[config.mk]
export PLATFORM = sky130hd
export DESIGN_NAME = gpio_standby_port
export DESIGN_NICKNAME = d
export VERILOG_FILES = /design/src/rtl/gpio_standby_pkg.sv /design/src/rtl/gpio_standby_ctrl.sv /design/src/rtl/gpio_pin_slice.sv /design/src/rtl/gpio_standby_dp.sv /design/src/rtl/gpio_standby_port.sv
export SDC_FILE = /design/constraint.sdc
export NUM_CORES = 1
export LEC_CHECK = 0
export BUFFER_PORTS_ARGS = -buffer_cell sky130_fd_sc_hd__buf_2
export CAP_MARGIN = 5
export CORE_AREA = 2 2 79 81
export DETAILED_ROUTE_END_ITERATION = 8
export DIE_AREA = 0 0 81 83
export GPL_ROUTABILITY_DRIVEN = 0
export HOLD_SLACK_MARGIN = 0.08
export PLACE_DENSITY = 0.78
export SYNTH_ARGS = -nofsm -noshare
export SYNTH_HDL_FRONTEND = slang
export SYNTH_SLANG_ARGS = --single-unit
export TNS_END_PERCENT = 50
[constraint.sdc]
create_clock -name clk -period 1.6 [get_ports clk]
set_input_delay 0.32 -clock clk [delete_from_list [all_inputs] [get_ports clk]]
set_output_delay 0.32 -clock clk [all_outputs]
set_load 0.02 [all_outputs]
[src/rtl/gpio_standby_pkg.sv]
package gpio_standby_pkg;

  typedef enum logic [2:0] {
    SEL_LATCH  = 3'd0,
    SEL_DIR    = 3'd1,
    SEL_PULL   = 3'd2,
    SEL_DIGEN  = 3'd3,
    SEL_INTEN  = 3'd4,
    SEL_STBY   = 3'd5,
    SEL_NONE   = 3'd7
  } regSel_e;

  typedef struct packed {
    logic    wrLatch;
    logic    wrDir;
    logic    wrPull;
    logic    wrDigEn;
    logic    wrIntEn;
    logic    wrStby;
    regSel_e rdSel;
  } portStrobe_t;

endpackage

[src/rtl/gpio_standby_ctrl.sv]
module gpio_standby_ctrl
  import gpio_standby_pkg::*;
#(
  parameter int ADDR_W = 3
) (
  input  logic [ADDR_W-1:0] busAddr,
  input  logic              busWrEn,
  output portStrobe_t       strobe
);
  localparam int SEL_W = $bits(regSel_e);

  regSel_e hit;

  // Decode the address to a register select; anything outside 0..5 maps to none.
  always_comb begin
    hit = SEL_NONE;
    for (int k = 0; k <= 5; k++) begin
      if (busAddr == ADDR_W'(k)) hit = regSel_e'(SEL_W'(k));
    end
  end

  always_comb begin
    strobe         = '0;
    strobe.rdSel   = hit;
    strobe.wrLatch = busWrEn && (hit == SEL_LATCH);
    strobe.wrDir   = busWrEn && (hit == SEL_DIR);
    strobe.wrPull  = busWrEn && (hit == SEL_PULL);
    strobe.wrDigEn = busWrEn && (hit == SEL_DIGEN);
    strobe.wrIntEn = busWrEn && (hit == SEL_INTEN);
    strobe.wrStby  = busWrEn && (hit == SEL_STBY);
  end
endmodule

[src/rtl/gpio_pin_slice.sv]
module gpio_pin_slice (
  input  logic dirBit,
  input  logic latchBit,
  input  logic pullBit,
  input  logic digEnBit,
  input  logic intEnBit,
  input  logic forceHiZ,
  input  logic perOeBit,
  input  logic perOutBit,
  input  logic padInBit,
  output logic oeBit,
  output logic outBit,
  output logic pullUpBit,
  output logic condInBit
);
  logic driveReq;
  logic isAnalog;
  logic clampLow;

  always_comb begin
    driveReq  = perOeBit | dirBit;
    isAnalog  = ~dirBit & ~digEnBit;
    clampLow  = forceHiZ & ~intEnBit;
    oeBit     = driveReq & ~forceHiZ;
    outBit    = perOeBit ? perOutBit : latchBit;
    pullUpBit = pullBit & ~driveReq & ~isAnalog & ~forceHiZ;
    condInBit = padInBit & ~isAnalog & ~clampLow;
  end
endmodule

[src/rtl/gpio_standby_dp.sv]
module gpio_standby_dp
  import gpio_standby_pkg::*;
#(
  parameter int WIDTH = 8
) (
  input  logic             clk,
  input  logic             rstN,
  input  portStrobe_t      strobe,
  input  logic [WIDTH-1:0] busWdata,
  output logic [WIDTH-1:0] busRdata,
  input  logic             lowPower,
  input  logic [WIDTH-1:0] perOe,
  input  logic [WIDTH-1:0] perOut,
  input  logic [WIDTH-1:0] padIn,
  output logic [WIDTH-1:0] padOe,
  output logic [WIDTH-1:0] padOut,
  output logic [WIDTH-1:0] padPullUp,
  output logic [WIDTH-1:0] intIn,
  output logic             forceHiZ,
  output logic [WIDTH-1:0] intEnBits
);
  logic [WIDTH-1:0] latchReg, dirReg, pullReg, digEnReg, intEnReg;
  logic             stbyReg;
  logic [WIDTH-1:0] condIn;

  always_ff @(posedge clk or negedge rstN) begin
    if (!rstN) begin
      latchReg <= '0;
      dirReg   <= '0;
      pullReg  <= '0;
      digEnReg <= '1;
      intEnReg <= '0;
      stbyReg  <= 1'b0;
    end else begin
      if (strobe.wrLatch) latchReg <= busWdata;
      if (strobe.wrDir)   dirReg   <= busWdata;
      if (strobe.wrPull)  pullReg  <= busWdata;
      if (strobe.wrDigEn) digEnReg <= busWdata;
      if (strobe.wrIntEn) intEnReg <= busWdata;
      if (strobe.wrStby)  stbyReg  <= busWdata[0];
    end
  end

  assign forceHiZ  = stbyReg & lowPower;
  assign intEnBits = intEnReg;

  for (genvar i = 0; i < WIDTH; i++) begin : g_pin
    gpio_pin_slice u_slice (
      .dirBit    (dirReg[i]),
      .latchBit  (latchReg[i]),
      .pullBit   (pullReg[i]),
      .digEnBit  (digEnReg[i]),
      .intEnBit  (intEnReg[i]),
      .forceHiZ  (forceHiZ),
      .perOeBit  (perOe[i]),
      .perOutBit (perOut[i]),
      .padInBit  (padIn[i]),
      .oeBit     (padOe[i]),
      .outBit    (padOut[i]),
      .pullUpBit (padPullUp[i]),
      .condInBit (condIn[i])
    );
  end

  assign intIn = condIn;

  always_comb begin
    unique case (strobe.rdSel)
      SEL_LATCH: busRdata = (dirReg & latchReg) | (~dirReg & condIn);
      SEL_DIR:   busRdata = dirReg;
      SEL_PULL:  busRdata = pullReg;
      SEL_DIGEN: busRdata = digEnReg;
      SEL_INTEN: busRdata = intEnReg;
      SEL_STBY:  busRdata = {{(WIDTH-1){1'b0}}, stbyReg};
      default:   busRdata = '0;
    endcase
  end
endmodule

[src/rtl/gpio_standby_port.sv]
module gpio_standby_port
  import gpio_standby_pkg::*;
#(
  parameter int WIDTH  = 8,
  parameter int ADDR_W = 3
) (
  input  logic              clk,
  input  logic              rstN,
  input  logic [ADDR_W-1:0] busAddr,
  input  logic              busWrEn,
  input  logic [WIDTH-1:0]  busWdata,
  output logic [WIDTH-1:0]  busRdata,
  input  logic              lowPower,
  input  logic [WIDTH-1:0]  perOe,
  input  logic [WIDTH-1:0]  perOut,
  input  logic [WIDTH-1:0]  padIn,
  output logic [WIDTH-1:0]  padOe,
  output logic [WIDTH-1:0]  padOut,
  output logic [WIDTH-1:0]  padPullUp,
  output logic [WIDTH-1:0]  intIn
);
  portStrobe_t      strobe;
  logic             forceHiZ;
  logic [WIDTH-1:0] intEnBits;

  gpio_standby_ctrl #(.ADDR_W(ADDR_W)) u_ctrl (
    .busAddr (busAddr),
    .busWrEn (busWrEn),
    .strobe  (strobe)
  );

  gpio_standby_dp #(.WIDTH(WIDTH)) u_dp (
    .clk       (clk),
    .rstN      (rstN),
    .strobe    (strobe),
    .busWdata  (busWdata),
    .busRdata  (busRdata),
    .lowPower  (lowPower),
    .perOe     (perOe),
    .perOut    (perOut),
    .padIn     (padIn),
    .padOe     (padOe),
    .padOut    (padOut),
    .padPullUp (padPullUp),
    .intIn     (intIn),
    .forceHiZ  (forceHiZ),
    .intEnBits (intEnBits)
  );
endmodule

Word level (Yosys, flattened, before mapping)

Index checks and enable logic that the tools add are counted.

Bits in registers: 41
Latch bits: 0
Memory bits (writable): 0
ROM bits: 0
Input bits: 39
Output and inout bits: 40
Logic and storage cells: 165
Memories: 0

Add/sub/neg operators: 0
Multipliers: 0
Div/mod/pow operators: 0
Order comparisons: 0
Eq/ne operators: 10
Shift operators: 0
Muxes and demuxes: 15
Bitwise gates (word level): 126
Reductions and logical operators: 8

Operators by type and width:

| kind               | count |
|---|---|
| $and 1x1->1        | 65 |
| $not 1->1          | 49 |
| $pmux 8 s6         | 1 |
| $mux 3             | 6 |
| $and 8x8->8        | 2 |
| $eq 3x2->1 const B | 4 |
| $eq 3x3->1 const B | 4 |
| $mux 1             | 8 |
| $not 8->8          | 1 |
| $or 1x1->1         | 8 |
| $or 8x8->8         | 1 |
| $eq 3x1->1 const B | 2 |
| $logic_and 1x1->1  | 6 |
| $logic_not 3->1    | 2 |

Logic depth before layout (Yosys ltp)

Gate-level depths: netlist of the first run.

Depth after elaboration: 9
Mapped depth: 6
Depth with buffers taken out: 3

By module

Synthesis of the first run repeated with hierarchy kept, for this count alone.

Cells, all modules: 206
Area, all modules: 2389.8 um^2

By module, submodules not included:

| module            | instances | cells each | area each (um^2) | sequential area each (um^2) |
|---|---|---|---|---|
| gpio_standby_dp   | 1         | 141        | 1958.1           | 1036.0 |
| gpio_pin_slice    | 8         | 7          | 42.5             | 0.0 |
| gpio_standby_ctrl | 1         | 9          | 91.3             | 0.0 |

Worst setup path before layout of the first run

No wires, ideal clock.

Path kind: input-to-output
From: input port busAddr[1]
To: output port busRdata[6]
Data arrival time: 1.359 ns
Data required time: 1.280 ns
Path slack: -0.079 ns
Stages: 4
Path buffers: 2
Cell sequence: buf_6 -> or3_1 -> clkbuf_1 -> o221ai_1

Word-level cells in the longest chain between the ends: 9
Elaborated cells on any way between the ends: 19
Those cells by class: 10 x eq/ne; 7 x mux; 2 x reduce/logical

Ends and longest elaborated chain:

| element                                  | line                    | source |
|---|---|---|
| start, declared                          | gpio_standby_port.sv:9  | `input logic [ADDR_W-1:0] busAddr,` |
| $logic_not 3->1                          | gpio_standby_ctrl.sv:18 | `if (busAddr == ADDR_W'(k)) hit = regSel_e'(SEL_W'(k));` |
| $mux 3 (5 in a row)                      | gpio_standby_ctrl.sv:18 |  |
| $mux 3 *                                 | gpio_standby_ctrl.sv:18 |  |
| $eq 3x3->1, or another cell as far along | gpio_standby_dp.sv:68   | `unique case (strobe.rdSel)` |
| $pmux 8 s6 *                             | gpio_standby_dp.sv:68   |  |
| end, declared                            | gpio_standby_port.sv:12 | `output logic [WIDTH-1:0] busRdata,` |

Every way passes the cells marked *; elsewhere a longest branch is shown, timed or not.

Worst setup path in the final report of the first run

From: register u_dp.stbyReg
To: output port busRdata[2]

Word-level cells in the longest chain between the ends: 7

Ends and longest elaborated chain:

| element                | line                  | source |
|---|---|---|
| start, declared        | gpio_standby_dp.sv:23 | `logic stbyReg;` |
| start signal, assigned | gpio_standby_dp.sv:40 | `if (strobe.wrStby) stbyReg <= busWdata[0];` |
| $and 1x1->1            | gpio_standby_dp.sv:44 | `assign forceHiZ = stbyReg & lowPower;` |
| $and 1x1->1            | gpio_pin_slice.sv:23  | `clampLow = forceHiZ & ~intEnBit;` |
| $not 1->1              | gpio_pin_slice.sv:27  | `condInBit = padInBit & ~isAnalog & ~clampLow;` |
| $and 1x1->1            | gpio_pin_slice.sv:27  |  |
| $and 8x8->8            | gpio_standby_dp.sv:69 | `SEL_LATCH: busRdata = (dirReg & latchReg) \| (~dirReg & condIn);` |
| $or 8x8->8             | gpio_standby_dp.sv:69 |  |
| $pmux 8 s6             | gpio_standby_dp.sv:68 |  |

No other way between the ends.

==> results of run 1 <==
==> layout make-up <==
type                            count  area, sq um
Clock buffer                        8         80.1
Fill cell                         479         2140
Inverter                            2         7.51
Multi-Input combinational cell    160         1500
Sequential cell                    41         1040
Tap cell                           75         93.8
Timing Repair Buffer              120          950
==> per-layer routing <==
metal / wire length [microns] / track usage / vias up
met4: 144 / 0.0832 / 0
met2: 3790 / 0.367 / 80
met3: 311 / 0.0424 / 12
li1: - / - / 1049
met5: 0 / 0 / -
met1: 2960 / 0.268 / 1126
==> timing repair <==
action                     CTS  global route
setup buffers                3             2
cloned                       1             0
setup endpoints to repair   32            32
hold buffers                 1             0
gates resized for setup     78            26
pin swaps                   25             7
hold endpoints to repair    13             0
==> synth_stat cells (2+ instances only) <==
cell      instances
mux2_2           54
a32oi_1           7
o221a_2           2
a221oi_1          2
nor4b_4           2
dfstp_2           8
dfrtp_1          33
nor2_1           26
buf_4            33
o221ai_1          5
a221o_1           2
nand3_1          11
buf_6             2
a31oi_1           2
a22oi_1           4
o211a_1           6
buf_2             5
clkbuf_1          5
nor2b_1          11
a22o_1            2
and2_1            2
nand3b_1         10
nand2_1           6
==> flip-flops by register name (all words and copies together) (netlist names) <==
name and flops:
u_dp.latchReg 8, u_dp.intEnBits 8, u_dp.pullReg 8, u_dp.digEnReg 8, u_dp.dirReg 8, u_dp.stbyReg 1
==> path summary, 6_finish.rpt <==
| check | startpoint | endpoint | slack, ps | depth (start not counted) |
|---|---|---|---|---|
| hold reg to reg | u_dp.intEnBits[6] | u_dp.intEnBits[6] | 530 | 1 |
| setup / recovery | u_dp.stbyReg | busRdata[2] | -280 | 5 |
| setup reg to reg | u_dp.stbyReg | u_dp.stbyReg | 650 | 2 |
| min in group asynchronous | rstN | u_dp.latchReg[0] | 510 | 2 |
| max in group asynchronous | rstN | u_dp.digEnReg[5] | 540 | 3 |
| hold / removal | busWdata[4] | u_dp.dirReg[4] | 310 | 2 |
==> through the flow <==
stage,hold slack (ps),power [mW]
floorplan,24.4,2.45
global placement,282,2.77
detailed placement,282,2.82
CTS,307,3.74
global route,309,4.02
finish,315,3.82
==> worst max-delay path, stage by stage, from the launching register on <==
cell and delay (ps):
dfrtp_2 420, buf_6 120, nand3b_1 110, a32oi_1 240
o221ai_1 170, buf_4 200
==> logic make-up after synthesis <==
| group | after synthesis | synth area share |
|---|---|---|
| and+or+nand+nor | 72 | 0.155 |
| muxes | 54 | 0.227 |
| buffers and inverters | 47 | 0.120 |
| DFF | 41 | 0.386 |
| AOI/OAI and AO/OA | 34 | 0.112 |
==> power by group through the flow <==
stage                     Sequential (mW)  Clock [mW]  Combinational (mW)
after floorplan                      1.47           0               0.981
after global placement               1.52           0                1.25
after detailed placement             1.53           0                1.28
after CTS                            1.53       0.669                1.54
after global routing                 1.57       0.719                1.74
final                                1.53       0.651                1.64
==> results by group, run 1 <==
Routing
  • Drt first pass iters: 4
  • Initial DRC count: 70
  • DR WL/cell: between 15 and 20 microns
  • Antenna-violating nets left: 0
  • Via count: about 2.3k
  • Final WL: 7.21 mm
  • Via density: around 5.6
  • DRC Markers: 0

Logic synthesis
  • Async S/R FF share, synth: 1.00
  • Synth area leader: dfrtp_1
  • Post-synth top flop: dfrtp_1
  • Post-Syn Area per Cell: around 11 sq um
  • Top cell type's share of synthesized area: 0.308
  • Sequential fraction of the synthesis area: 0.386
  • Post-synth cell types: 31
  • YS warnings: 0
  • Synthesized area: ~2700 sq um
  • Cells after synthesis: around 250
  • Syn Nets: 287
  • Area contributors post-synth: dfrtp_1 (31%), mux2_2 (23%), buf_4 (9.2%), dfstp_2 (7.8%), nor2_1 (3.6%)
  • Number of flops mapped to enable cells by yosys: 0
  • FF+latch count, synth: 41

STA
  • Period minus WS final: approximately 1900 ps
  • Final WS setup: -278 ps
  • Hold Vio Cnt, Final: 0
  • Final Max Tran Viols: 0
  • F_max: ~0.53 GHz
  • Fin Clk Skew: 0 ps
  • Worst slew pin tran: approximately 440 ps
  • Setup tns final: -4440 ps
  • RSZ-0062 raised after global routing: yes
  • Final setup vio count: 32
  • Rel. slew slack: 0.706
  • Crit share post-route: 1.17

Floorplanning
  • Die area: 6720 sq um
  • Row count: 28
  • Die Span X: approximately 81 microns
  • # IOs: approximately 80
  • Die height: 83 microns
  • Starting Density: 0.461
  • Core Box Area: slightly below 6000 sq um

Power
  • Switching share of power: 0.348
  • Combinational power share: 0.428
  • Pwr dens: 1040 nW/um^2
  • Int Pwr: approximately 2.5 mW
  • P_sw: 1.33 mW
  • Clk pwr share: 0.170
  • Sequential power share: 0.401
  • Lkg Pwr: 1.63 nW
  • VDD IR-drop max: approximately 0.46 mV

Global routing
  • Antenna violations before repair: 0
  • Largest net degree at the start of global routing: 26
  • Total track usage: 0.217
  • Remaining global-route overflow: 0
  • Wire length of the first global-routing pass: approximately 11 mm
  • Vias in the first global route: approximately 2.3k

Finish
  • Share of cells above drive strength 1: 0.662
  • Highest-count cells in the layout ignoring fill and taps: mux2_2 (54), buf_2 (48), buf_4 (39)
  • Fin nets: approximately 370
  • Post-route insts no fill: approximately 400
  • Fin util: 0.631
  • Area growth, synth to finish: 36.8%
  • Design area: 3670 sq um
  • Diode count: 0
  • Commonest non-fill, non-tap cell in the layout: mux2_2

CTS
  • Max clock buf depth: 2
  • Total CTS buffers: 5
  • Clock sinks: 41
  • CTS tree: done
  • Worst-path clk slew: roughly 80 ps
  • CTS H-Tree Depth: 2
  • Clk_lat worst skew: 290 ps
  • CTS root buf: clkbuf_8

Status
  • Failing checks: negative setup slack
  • Status: finished, violations left

Placement
  • Inst Count DP: 391
  • Post-detail-place hpwl: between 5 and 6 mm
  • IO Port Bufs: a little under 80
  • DP Worst Slack: -208 ps
  • Placed inst area: ~3200 sq um

Setup path
  • Req. time, crit path: 1280 ps
  • Crit-path max FO: 4
  • Worst setup EP type: primary output
  • Crit start category: flop
  • Setup CP Type: flop to primary output
  • CP Data Arrival Time: approximately 1600 ps

Worst hold path
  • Worst Hold Class: input port to flop

Run
  • Max Cap Viol: 0
Power figures use the tool's default switching activity.
==> inputs of run 2 (changes only) <==
--- a/config.mk
+++ b/config.mk
@@ -16,4 +16,3 @@
 export SYNTH_ARGS = -nofsm -noshare
 export SYNTH_HDL_FRONTEND = slang
 export SYNTH_SLANG_ARGS = --single-unit
-export TNS_END_PERCENT = 50
==> run 2 against run 1 <==
Sequential cell count unchanged. Largest power group unchanged. Maximum frequency decreased by 0.37%. Worst setup slack got worse by 7.0 ps. Sequential share of layout area decreased by 0.12 points. The flow still finishes with violations (negative setup slack). Clock skew unchanged. Register-to-register slack about the same. Total power increased by 0.63%.
==> results by group, run 2 (synthesized netlist as in run 1, its figures left out) <==
Status
  • Status: finished, violations left (unchanged)
  • Failing checks: negative setup slack (unchanged)

Setup path
  • CP delay by family, top: flip-flops (unchanged)
  • Critical path buffers and inverters: 1 (was 2)
  • Worst setup EP type: primary output (unchanged)
  • Crit start category: flop (unchanged)
  • CP max stage delay: 560 ps (was 420 ps)
  • Crit-path max FO: 4 (unchanged)
  • CP Data Arrival Time: 1570 ps (was 1560 ps)
  • Slowest-stage cell, CP: dfstp_2 (was dfrtp_2)
  • Req. time, crit path: 1280 ps (about the same)
  • Crit-path cells: nor2b_1 > a32oi_1 > o221ai_1 > buf_4 (was buf_6 > nand3b_1 > a32oi_1 > o221ai_1 > buf_4)
  • Setup CP Type: flop to primary output (unchanged)

Floorplanning
  • Core Box Area: 5820 sq um (unchanged)
  • # IOs: 79 (unchanged)
  • Row count: 28 (unchanged)
  • Die area: 6720 sq um (unchanged)
  • Starting Density: 0.461 (unchanged)
  • Die height: 83 microns (unchanged)
  • Die Span X: 81 microns (unchanged)

STA
  • F_max: 0.530 GHz (was 0.532 GHz)
  • Final setup vio count: 30 (was 32)
  • Fin Clk Skew: 0 ps (unchanged)
  • Crit share post-route: 1.18 (was 1.17)
  • RSZ-0062 raised after global routing: yes (unchanged)
  • Final Max Tran Viols: 0 (unchanged)
  • Final WS setup: -285 ps (was -278 ps)
  • Final hold slack: 314 ps (was 315 ps)
  • Worst slew pin tran: 444 ps (was 441 ps)
  • Hold Vio Cnt, Final: 0 (unchanged)
  • Period minus WS final: 1890 ps (was 1880 ps)
  • Rel. slew slack: 0.704 (was 0.706)

Placement
  • Post-detail-place hpwl: 5.23 mm (unchanged)
  • IO Port Bufs: 78 (unchanged)
  • DP Worst Slack: -208 ps (unchanged)

Global routing
  • Antenna violations before repair: 0 (unchanged)
  • Total track usage: 0.218 (was 0.217)
  • Largest net degree at the start of global routing: 26 (unchanged)
  • Remaining global-route overflow: 0 (unchanged)
  • Wire length of the first global-routing pass: 11.2 mm (about the same)
  • Vias in the first global route: 2301 (was 2287)

Routing
  • Initial DRC count: 88 (was 70)
  • Final WL: 7.35 mm (was 7.21 mm)
  • Drt first pass iters: 4 (unchanged)
  • Antenna-violating nets left: 0 (unchanged)
  • DRC Markers: 0 (unchanged)
  • Via count: 2280 (was 2267)
  • DR WL/cell: 18.2 microns (was 17.7 microns)
  • Via density: 5.64 (was 5.58)

Finish
  • Commonest non-fill, non-tap cell in the layout: mux2_2 (unchanged)
  • Area growth, synth to finish: 37.4% (was 36.8%)
  • Fillers: 471 (was 479)
  • Fin nets: 367 (was 369)
  • Share of cells above drive strength 1: 0.666 (was 0.662)
  • Diode count: 0 (unchanged)
  • Highest-count cells in the layout ignoring fill and taps: mux2_2 (54), buf_2 (49), buf_4 (34) (was mux2_2 (54), buf_2 (48), buf_4 (39))

CTS
  • Clock sinks: 41 (unchanged)
  • Worst-path clk slew: 80 ps (about the same)
  • CTS H-Tree Depth: 2 (unchanged)
  • CTS root buf: clkbuf_8 (unchanged)
  • CTS tree: done (unchanged)
  • Max clock buf depth: 2 (unchanged)
  • Clk_lat worst skew: 300 ps (was 290 ps)
  • Total CTS buffers: 5 (unchanged)

Run
  • Max Cap Viol: 0 (unchanged)

Power
  • VDD IR-drop max: 0.477 mV (was 0.463 mV)
  • Lkg Pwr: 1.62 nW (was 1.63 nW)
  • Pwr dens: 1040 nW/um^2 (about the same)

Worst hold path
  • Worst Hold Class: input port to flop (unchanged)
[run 2: changes by cell type in the layout (fill, tap and decap cells not counted)]
cell,change
nor2_2,-1
buf_12,+1
nor2_4,+3
buf_6,+2
buf_8,-1
buf_2,+1
buf_4,-5
nor2_1,-2
[run 2: path summary, 6_finish.rpt]
path | endpoint | depth (start not counted) | start | slack (ps)
max | busRdata[2] | 4 | u_dp.digEnReg[2] | -290
min | u_dp.dirReg[4] | 2 | busWdata[4] | 310
max reg2reg | u_dp.stbyReg | 2 | u_dp.stbyReg | 650
min reg2reg | u_dp.intEnBits[6] | 1 | u_dp.intEnBits[6] | 530
max in group asynchronous | u_dp.digEnReg[6] | 3 | rstN | 540
min in group asynchronous | u_dp.dirReg[0] | 2 | rstN | 510
[run 2: metal layers]
metal / track usage / routed length [microns] / up-vias
met5: 0 / 0 / -
met4: 0.0847 / 144 / 0
met3: 0.0435 / 337 / 12
met2: 0.372 / 3850 / 83
met1: 0.264 / 3020 / 1141
li1: - / - / 1044
[run 2: layout make-up]
cell class / count / area, sq um / share of cell area
inverter: 2 / 7.51 / 0.00204
timing repair buffer: 118 / 945 / 0.256
sequential: 41 / 1040 / 0.281
clock buffer: 8 / 80.1 / 0.0217
multi-input combinational: 160 / 1520 / 0.413
tap: 75 / 93.8 / 0.0255
[run 2: through the flow]
| stage | area [sq um] | power [mW] | TNS (ps) | std cells | utilization |
|---|---|---|---|---|---|
| after global placement | 3160 | 2.77 | -1620 | 391 | 0.543 |
| after global routing | 3690 | 4.04 | -6150 | 404 | 0.634 |
| final | 3690 | 3.85 | -4270 | 404 | 0.634 |
| after CTS | 3590 | 3.77 | -4750 | 403 | 0.617 |
| after detailed placement | 3160 | 2.82 | -2490 | 391 | 0.543 |
| after floorplan | 2700 | 2.45 | -328 | 248 | - |
[run 2: power breakdown]
group          internal [mW]  switching [mW]
clock                  0.310           0.346
combinational          0.883           0.767
sequential              1.30           0.239
[run 2: what timing repair did]
item | in CTS | in global routing
gates resized for setup | 87 | 24
gates cloned | 1 | 0
hold buffers | 1 | 0
endpoints found under the setup margin | 32 | 32
hold endpoints to repair | 13 | 0
buffers inserted | 4 | 3
pin swaps | 29 | 2
